**src/rtl/hcr_pkg.sv**
```systemverilog
package hcr_pkg;
    typedef enum logic {
        ARB_OPEN = 1'b0,
        ARB_HOLD = 1'b1
    } arb_state_t;
endpackage

```
**src/rtl/hcr_route.sv**
```systemverilog
module hcr_route #(
    parameter int DIM = 3,
    localparam int PIW = $clog2(DIM + 1)
) (
    input  logic [DIM-1:0] node_i,
    input  logic [DIM-1:0] dst_i,
    output logic [PIW-1:0] port_o
);
    logic [DIM-1:0] diff;

    always_comb begin
        diff   = node_i ^ dst_i;
        port_o = PIW'(DIM);
        for (int k = DIM - 1; k >= 0; k--) begin
            if (diff[k]) port_o = PIW'(k);
        end
    end
endmodule

```
**src/rtl/hcr_arb.sv**
```systemverilog
module hcr_arb
    import hcr_pkg::*;
#(
    parameter int N = 4,
    localparam int IW = $clog2(N)
) (
    input  logic          clk,
    input  logic          rst_n,
    input  logic [N-1:0]  req_i,
    input  logic          ready_i,
    output logic          gnt_vld_o,
    output logic [IW-1:0] gnt_idx_o
);
    arb_state_t    state_q, state_d;
    logic [IW-1:0] ptr_q, ptr_d;
    logic [IW-1:0] hold_q, hold_d;
    logic          pick_vld;
    logic [IW-1:0] pick;

    function automatic logic [IW-1:0] after(input logic [IW-1:0] idx);
        return (int'(idx) == N - 1) ? '0 : idx + 1'b1;
    endfunction

    // rotating search from the pointer
    always_comb begin
        pick_vld = 1'b0;
        pick     = ptr_q;
        for (int k = 0; k < N; k++) begin
            int idx;
            idx = int'(ptr_q) + k;
            if (idx >= N) idx = idx - N;
            if (!pick_vld && req_i[idx]) begin
                pick_vld = 1'b1;
                pick     = IW'(idx);
            end
        end
    end

    // next state
    always_comb begin
        state_d = state_q;
        ptr_d   = ptr_q;
        hold_d  = hold_q;
        unique case (state_q)
            ARB_OPEN: begin
                if (pick_vld && ready_i) begin
                    ptr_d = after(pick);
                end else if (pick_vld) begin
                    state_d = ARB_HOLD;
                    hold_d  = pick;
                end
            end
            ARB_HOLD: begin
                if (!req_i[hold_q]) begin
                    state_d = ARB_OPEN;
                end else if (ready_i) begin
                    state_d = ARB_OPEN;
                    ptr_d   = after(hold_q);
                end
            end
        endcase
    end

    // state register
    always_ff @(posedge clk) begin
        if (!rst_n) begin
            state_q <= ARB_OPEN;
            ptr_q   <= '0;
            hold_q  <= '0;
        end else begin
            state_q <= state_d;
            ptr_q   <= ptr_d;
            hold_q  <= hold_d;
        end
    end

    // outputs
    always_comb begin
        unique case (state_q)
            ARB_OPEN: begin
                gnt_vld_o = pick_vld;
                gnt_idx_o = pick;
            end
            ARB_HOLD: begin
                gnt_vld_o = req_i[hold_q];
                gnt_idx_o = hold_q;
            end
        endcase
    end
endmodule

```
**src/rtl/hcube_router.sv**
```systemverilog
module hcube_router #(
    parameter int DIM  = 3,
    parameter int HOPW = 4,
    parameter int DW   = 8,
    localparam int NP  = DIM + 1,
    localparam int PIW = $clog2(NP)
) (
    input  logic             clk,
    input  logic             rst_n,
    input  logic [DIM-1:0]   node_addr_i,
    input  logic [NP-1:0]    in_valid_i,
    output logic [NP-1:0]    in_ready_o,
    input  logic [NP*DIM-1:0]  in_dst_i,
    input  logic [NP*HOPW-1:0] in_hops_i,
    input  logic [NP*DW-1:0]   in_data_i,
    output logic [NP-1:0]    out_valid_o,
    input  logic [NP-1:0]    out_ready_i,
    output logic [NP*DIM-1:0]  out_dst_o,
    output logic [NP*HOPW-1:0] out_hops_o,
    output logic [NP*DW-1:0]   out_data_o,
    output logic             hop_err_o
);
    logic [PIW-1:0] route  [NP];
    logic [NP-1:0]  req_m  [NP];
    logic [NP-1:0]  gnt_vld;
    logic [PIW-1:0] gnt_idx [NP];
    logic [NP-1:0]  over;
    logic           hop_err_q;

    for (genvar i = 0; i < NP; i++) begin : g_in
        hcr_route #(.DIM(DIM)) route_i (
            .node_i (node_addr_i),
            .dst_i  (in_dst_i[i*DIM +: DIM]),
            .port_o (route[i])
        );
    end

    for (genvar j = 0; j < NP; j++) begin : g_out
        always_comb begin
            for (int i = 0; i < NP; i++) begin
                req_m[j][i] = in_valid_i[i] && (int'(route[i]) == j);
            end
        end

        hcr_arb #(.N(NP)) arb_i (
            .clk       (clk),
            .rst_n     (rst_n),
            .req_i     (req_m[j]),
            .ready_i   (out_ready_i[j]),
            .gnt_vld_o (gnt_vld[j]),
            .gnt_idx_o (gnt_idx[j])
        );

        always_comb begin
            int          s;
            logic [HOPW:0] nh;
            s  = int'(gnt_idx[j]);
            nh = {1'b0, in_hops_i[s*HOPW +: HOPW]} + ((j < DIM) ? 1'b1 : 1'b0);
            out_valid_o[j]             = gnt_vld[j];
            out_dst_o[j*DIM +: DIM]    = in_dst_i[s*DIM +: DIM];
            out_data_o[j*DW +: DW]     = in_data_i[s*DW +: DW];
            out_hops_o[j*HOPW +: HOPW] = nh[HOPW-1:0];
            over[j] = (j < DIM) && gnt_vld[j] && out_ready_i[j] && (int'(nh) > DIM);
        end
    end

    always_comb begin
        for (int i = 0; i < NP; i++) begin
            in_ready_o[i] = 1'b0;
            for (int j = 0; j < NP; j++) begin
                if (gnt_vld[j] && out_ready_i[j] && int'(gnt_idx[j]) == i)
                    in_ready_o[i] = 1'b1;
            end
        end
    end

    always_ff @(posedge clk) begin
        if (!rst_n) hop_err_q <= 1'b0;
        else        hop_err_q <= |over;
    end

    assign hop_err_o = hop_err_q;
endmodule

```
**config.mk**
```make
export PLATFORM = sky130hd
export DESIGN_NAME = hcube_router
export DESIGN_NICKNAME = d
export VERILOG_FILES = /design/src/rtl/hcr_pkg.sv /design/src/rtl/hcr_route.sv /design/src/rtl/hcr_arb.sv /design/src/rtl/hcube_router.sv
export SDC_FILE = /design/constraint.sdc
export NUM_CORES = 1
export LEC_CHECK = 0
export BUFFER_PORTS_ARGS = -buffer_cell sky130_fd_sc_hd__buf_4
export CORE_MARGIN = 2
export CORE_UTILIZATION = 57
export CTS_CLUSTER_SIZE = 28
export DETAILED_ROUTE_END_ITERATION = 10
export PLACE_DENSITY = 0.88
export SYNTH_ARGS = -nofsm -noshare
export SYNTH_HDL_FRONTEND = slang
export SYNTH_SLANG_ARGS = --single-unit
export TNS_END_PERCENT = 50
```
**constraint.sdc**
```tcl
create_clock -name clk -period 7.65 [get_ports clk]
set_input_delay 1.53 -clock clk [delete_from_list [all_inputs] [get_ports clk]]
set_output_delay 1.53 -clock clk [all_outputs]
set_load 0.05 [all_outputs]
```
# After elaboration in Yosys (flattened, before gate mapping)
# Index checks and enable logic that the tools add are counted.
# word_totals
reg_bits	21
inputBits	73
output_inout_bits	69
elab_cells	431
# classes
add_sub_neg	39
mul	4
n_lt_le_gt_ge	39
n_eq_ne	44
shift	12
n_mux	184
bitwise_logic	12
n_reduce_logical	84
# ops
cell	n
$lt A32 B4 Y1 const B	16
$mux W32	16
$ge A32 B4 Y1 const B	12
$sub A32 B4 Y32 const B	12
$shiftx A32 B6 Y8	4
$mux W1	88
$mux W2	44
$shiftx A16 B5 Y4	4
$logic_and A1 B1 Y1	55
$shiftx A12 B5 Y3	4
$bmux W1 S2	20
$eq A2 B1 Y1 const B	16
$eq A2 B2 Y1 const B	16
$pmux W2 S2	8
$add A2 B2 Y3 const B	8
$reduce_and A3 Y1	8
$add A2 B1 Y2 const B	8
$logic_not A2 Y1	8
$mul A2 B2 Y4 const B	4
$ne A2 B2 Y1 const B	8
$pmux W1 S2	8
$sub A2 B3 Y4 const B	4
$add A4 B1 Y5 const B	3
$gt A5 B2 Y1 const B	3
8 further kinds	41

# Logic depth before layout (Yosys ltp)
# depth
word_depth	26
depth_mapped	17

# Modules after synthesis
# From an unflattened synthesis, not the netlist that was laid out.
# unflattened
cells_unflattened	437
hier_area_um2	4043.9
# modules_own_cells
module	instances	cells_per_inst	area_per_inst_um2
hcube_router	1	169	2001.9
hcr_arb	4	62	473.0
hcr_route	4	5	37.5

# Least setup slack after synthesis
# OpenSTA, ideal clock, no wires.
# synth_timing
path_kind	input-to-output
startpoint	in node_addr_i[0]
endpoint	out in_ready_o[0]
arrival_ps	4748
t_required_ps	6120
path_slack_ps	1372
stages	12
n_path_buf	3
cell_sequence	buf_6 xor2_1 or4_1 clkbuf_1 nand3_1 o221ai_1 o22ai_1 nor2_1 a21oi_2 buf_2 nand2_1 o21ai_0
# synth_via
elab_chain_cells	24
elab_cells_between_ends	176
# synth_rtl
item	line	text
from (decl)	hcube_router.sv:10	input logic [DIM-1:0] node_addr_i,
$xor A3 B3 Y3	hcr_route.sv:12	diff = node_i ^ dst_i;
$mux W2	hcr_route.sv:15	if (diff[k]) port_o = PIW'(k);
$logic_not A2 Y1	hcube_router.sv:41	req_m[j][i] = in_valid_i[i] && (int'(route[i]) == j);
$logic_and A1 B1 Y1	hcube_router.sv:41	
$bmux W1 S2	hcr_arb.sv:32	if (!pick_vld && req_i[idx]) begin
$mux W1 (not written as such) (2 in series)	hcr_arb.sv:32	
$mux W1	hcr_arb.sv:32	
$logic_not A1 Y1	hcr_arb.sv:32	
[... 5 more ...]	-	
$logic_not A1 Y1	hcr_arb.sv:32	
$logic_and A1 B1 Y1	hcr_arb.sv:32	
$mux W2 or $mux W1 (tied branches)	hcr_arb.sv:32	
$pmux W2 S2 or $pmux W1 S2 (tied branches)	hcr_arb.sv:79	unique case (state_q)
$logic_not A2 Y1 or $logic_and A1 B1 Y1 (tied branches)	hcube_router.sv:71	if (gnt_vld[j] && out_ready_i[j] && int'(gnt_idx[j]) == i)
$logic_and A1 B1 Y1	hcube_router.sv:71	
$mux W1 (3 in series)	hcube_router.sv:71	
$mux W1 (*)	hcube_router.sv:71	
to (decl)	hcube_router.sv:12	output logic [NP-1:0] in_ready_o,
# Every way passes the cells marked *; elsewhere a longest branch is shown, timed or not. The select of a mux whose other input is x is not followed.

# Worst setup path in the final report
# layout_timing
startpoint	in node_addr_i[0]
endpoint	out out_hops_o[10]
# layout_via
elab_chain_cells	20
elab_cells_between_ends	44
# layout_rtl
item	line	text
$xor A3 B3 Y3	hcr_route.sv:12	
$mux W2	hcr_route.sv:15	
$eq A2 B2 Y1	hcube_router.sv:41	
$logic_and A1 B1 Y1	hcube_router.sv:41	
$bmux W1 S2	hcr_arb.sv:32	
$mux W1 (not written as such) (2 in series)	hcr_arb.sv:32	
$mux W1	hcr_arb.sv:32	
$logic_not A1 Y1	hcr_arb.sv:32	
[... 3 more ...]	-	
$logic_and A1 B1 Y1	hcr_arb.sv:32	
$mux W1	hcr_arb.sv:32	
$logic_not A1 Y1	hcr_arb.sv:32	
$logic_and A1 B1 Y1	hcr_arb.sv:32	
$mux W2 (*)	hcr_arb.sv:32	
$pmux W2 S2 (*)	hcr_arb.sv:79	
$shiftx A16 B5 Y4 (*)	hcube_router.sv:58	nh = {1'b0, in_hops_i[s*HOPW +: HOPW]} + ((j < DIM) ? 1'b1 : 1'b0);
$add A4 B1 Y5 (*)	hcube_router.sv:58	
to (decl)	hcube_router.sv:19	output logic [NP*HOPW-1:0] out_hops_o,
# Marked as above.

==> results list <==
* Critical path buffer and inverter count: 5
- Clock skew on the completed layout was measured at about 5.1 ps.
- Worst setup EP type: output port
- Post-synthesis cell area: 0.00441 mm²
- Final hold analysis gives a worst-case slack of around 540 ps.
- From synthesis to final layout, the design area changed by 24.8%.
- For this run, the number of Yosys warnings is 0.
- Along the worst path, the maximum fanout reaches 26.
* Total routing resource utilization after global routing: roughly a third
- Worst endpoint data arrival time: approximately 5000 ps
- P per Cell Area: between 200 and 300 mW/mm²
- Routability Congestion: 0.975
- Once routing completed, OpenROAD measured the worst setup slack at approximately 1300 ps.
- Met1 routed wirelength after detailed routing: between 5000 and 6000 µm
* Area of the die: 0.00846 mm²
- DRC viols: 0
- Post-Layout Inst Area: 0.00551 mm²
- STA classifies the critical path startpoint as an input pin.
- The routed design could run at a clock period as short as 6390 ps.
- Max Slew Vio Count: 0
- TritonCTS built the clock tree.
- Entering global routing, the biggest net connects 38 pins.
- Across the run, the number of max-cap violations was 0.
* Critical Path Most Common Cell: buf_4
- Clock tree synthesis inserted a total of 3 buffers.
- Cell area reported after detailed placement: around 0.0055 mm²
* Vias in the first global route: ~4.9k
- Number of levels the H-tree was split into: 1
- Total half-perimeter wirelength after legalization and detailed placement: 11500 µm
- Via-per-instance ratio: around 6.5
* Number of endpoints failing setup at the final stage: 0
- The critical path goes through buf_4 > xor2_1 > or4_1 > o22ai_1 > and2_2 > o31a_1 > buf_4 > nor2b_1 > a211oi_1 > or2_1 > inv_1 > ha_1 > inv_1 > xnor2_1 > buf_4.
* Max Freq: 157 MHz
- CP max stage cell: or4_1
- Synthesis inferred 21 register bits.
- Number of distinct library cells after synthesis: 67
- OpenSTA, run right after detailed placement, puts the worst setup slack at approximately 1300 ps.
* Final layout net count: 785
- Post-synthesis area per instance: ~7.5 µm²
* Total gr overflow: 0
* First drt pass iteration count: 5
- The design draws about 1.4 mW.
* Sum of routed wire length over all layers: around 15000 µm
- Cell leakage power: 2.35 nW
- Clock root buffer: clkbuf_8
- Detailed routing inserted a total of 5234 vias.
- Antenna Violating Nets Remaining: 0
* Total Negative Setup Slacks: 0 ps
- Buffers placed on the I/O ports in this run total approximately 140.
- VDD sags by at most 0.206 mV.
* Number of non-filler instances in the completed layout: about 800
- Post CTS Setup Buffer Count: 0
- Run status: finished, final reports clean
- The number of antenna diodes in the final layout is 0.
- Wire segments on met2 add up to slightly above 7000 µm in the final route.
* Hold_buf cts: 0
- Main flop type after synthesis: dfxtp_1
- Counting flops with an async set or reset pin after synthesis yields a share of 0%.
- From bottom edge to top edge, the die measures 92.0 µm.
- Dividing the detail-routed wire length by the instance count gives 18.6 µm.
- The floorplan step defined a core boundary enclosing 0.00761 mm².
* Post-synth EDFFs: 0
* Placed insts: 800
* Number of sinks driven by the clock tree: 21
- Counting every net in the synthesized netlist gives slightly below 700.
* CP Class: input pin to output port
- The later pin in the worst-skew pair is clocked with a latency of between 200 and 300 ps.
* Longest individual stage delay on the worst path: ~660 ps
- In this run the tightest slew margin relative to its limit is 35.6%.
* Pin slew with the least headroom to its limit: 945 ps
- Top Ports: 142
- Fin util: roughly 72%
- Clock-pin slew reported for the worst setup and hold paths after clock tree synthesis: 90 ps
* Post_cts resized: 0
- Row count: 32
* WL met3: 1350 µm
- The number of antenna violations at the first check in global routing is 0.
* Endpoint required time on the critical path: 6120 ps
- The post-route netlist has between 20% and 30% of its cells at a drive strength greater than 1.
- Setup repair after global routing left no endpoint under its margin.
- Type of the worst min-delay path: flip-flop to flip-flop
* Wire length of the first global-routing pass: around 23000 µm
- The die is a little over 90 µm wide.
- Post-synthesis instance total: 592
- Final hold violations: 0
- Signal routing reaches up to met4.
- No sink is reached through more buffers than the 2 on the longest clock path.
- The initial utilization of the core area, before any placement, comes to roughly 58%.
- After synthesis, flip-flops and latches occupy under 10% of the total area.
* Final Cycle Share: a little over four fifths
- For this block, the initial DRC count from the detailed router was 420.
* Category of cells accounting for the largest share of critical-path delay: simple AND/OR/NAND/NOR gates
## worst register-to-register path, stage by stage, from the launching register on
cell	delay [ps]
dfxtp_1	480
or4_1	220
o211ai_1	110
a21oi_1	330
mux2_2	830
mux2i_1	480
ha_1	330
a221o_1	330
o21ai_0	210
a31oi_1	150
## registers in the layout, summed over array words and instances, names as in the netlist
| signal | flops |
|---|---|
| g_out.arb_i.hold_q | 8 |
| g_out.arb_i.ptr_q | 8 |
| g_out.arb_i.state_q | 4 |
| hop_err_o | 1 |
## cell usage in the layout, fill, tap and decap left out, drive strengths merged, types with 11 or more instances in the layout
cell type	n
mux4	19
nor3	13
nand2	72
a31oi	14
mux2i	59
nand3	17
inv	18
nor2	68
o21ai	12
nor2b	19
and3	11
xor2	13
a21oi	48
buf	148
mux2	17
xnor2	17
dfxtp	21
a211oi	16
## layout make-up
cell class                      count  area (µm²)
Timing Repair Buffer              148        1110
Fill cell                         636        2100
Sequential cell                    21         420
Clock buffer                        3        41.3
Clock inverter                      1        7.51
Tap cell                          102         128
Inverter                           19        71.3
Multi-Input combinational cell    510        3730
## kinds of logic (layout without fill, tap and decap cells)
kind of cell	after synthesis	in the layout	synth area share, %
muxes	95	95	28.0
AOI/OAI and AO/OA	138	138	21.4
adders and majority gates	9	9	2.55
xor gates and xnor gates	30	30	6.13
DFF	21	21	9.53
and+or+nand+nor	238	238	26.0
buffers and inverters	61	171	6.38
## cells in the mapped netlist (8+ instances only)
| library cell | n | area, µm² |
|---|---|---|
| nand2_1 | 72 | 270 |
| nor2_1 | 68 | 255 |
| mux2i_1 | 56 | 561 |
| a21oi_1 | 46 | 230 |
| clkbuf_1 | 21 | 78.8 |
| dfxtp_1 | 21 | 420 |
| mux4_2 | 19 | 428 |
| nor2b_1 | 19 | 119 |
| inv_1 | 17 | 63.8 |
| nand3_1 | 17 | 85.1 |
| a211oi_1 | 16 | 120 |
| mux2_2 | 16 | 180 |
| xnor2_1 | 16 | 140 |
| a31oi_1 | 14 | 87.6 |
| xor2_1 | 13 | 114 |
| and3_1 | 11 | 68.8 |
| nor3_1 | 11 | 55.1 |
| o21ai_0 | 10 | 50.1 |
| buf_2 | 9 | 45.0 |
| ha_1 | 9 | 113 |
| nand2b_1 | 8 | 50.1 |
| nand4_1 | 8 | 50.1 |
## final timing paths
kind | startpoint | to | slack, ps | depth (start not counted)
worst max register to register | g_out[1].arb_i.ptr_q[0]$_SDFFE_PN0P_ | hop_err_o$_SDFF_PN0_ | 4040 | 9
worst min register to register | g_out[3].arb_i.hold_q[1]$_SDFFE_PN0P_ | g_out[3].arb_i.hold_q[1]$_SDFFE_PN0P_ | 540 | 2
worst max-delay path | node_addr_i[0] | out_hops_o[10] | 1260 | 15
worst min-delay path | g_out[3].arb_i.hold_q[1]$_SDFFE_PN0P_ | g_out[3].arb_i.hold_q[1]$_SDFFE_PN0P_ | 540 | 2
## report_power, final
part | switching (mW) | internal [mW]
combinational | 0.786 | 0.394
clock | 0.0441 | 0.0370
sequential | 0.0197 | 0.119
## layer usage
| layer | up-vias | GRT usage (%) |
|---|---|---|
| li1 | 2408 | - |
| met1 | 2460 | 43.6 |
| met2 | 318 | 56.7 |
| met3 | 48 | 5.09 |
| met4 | 0 | 12.1 |
| met5 | - | 0 |
(Power assumes the default switching activity.)
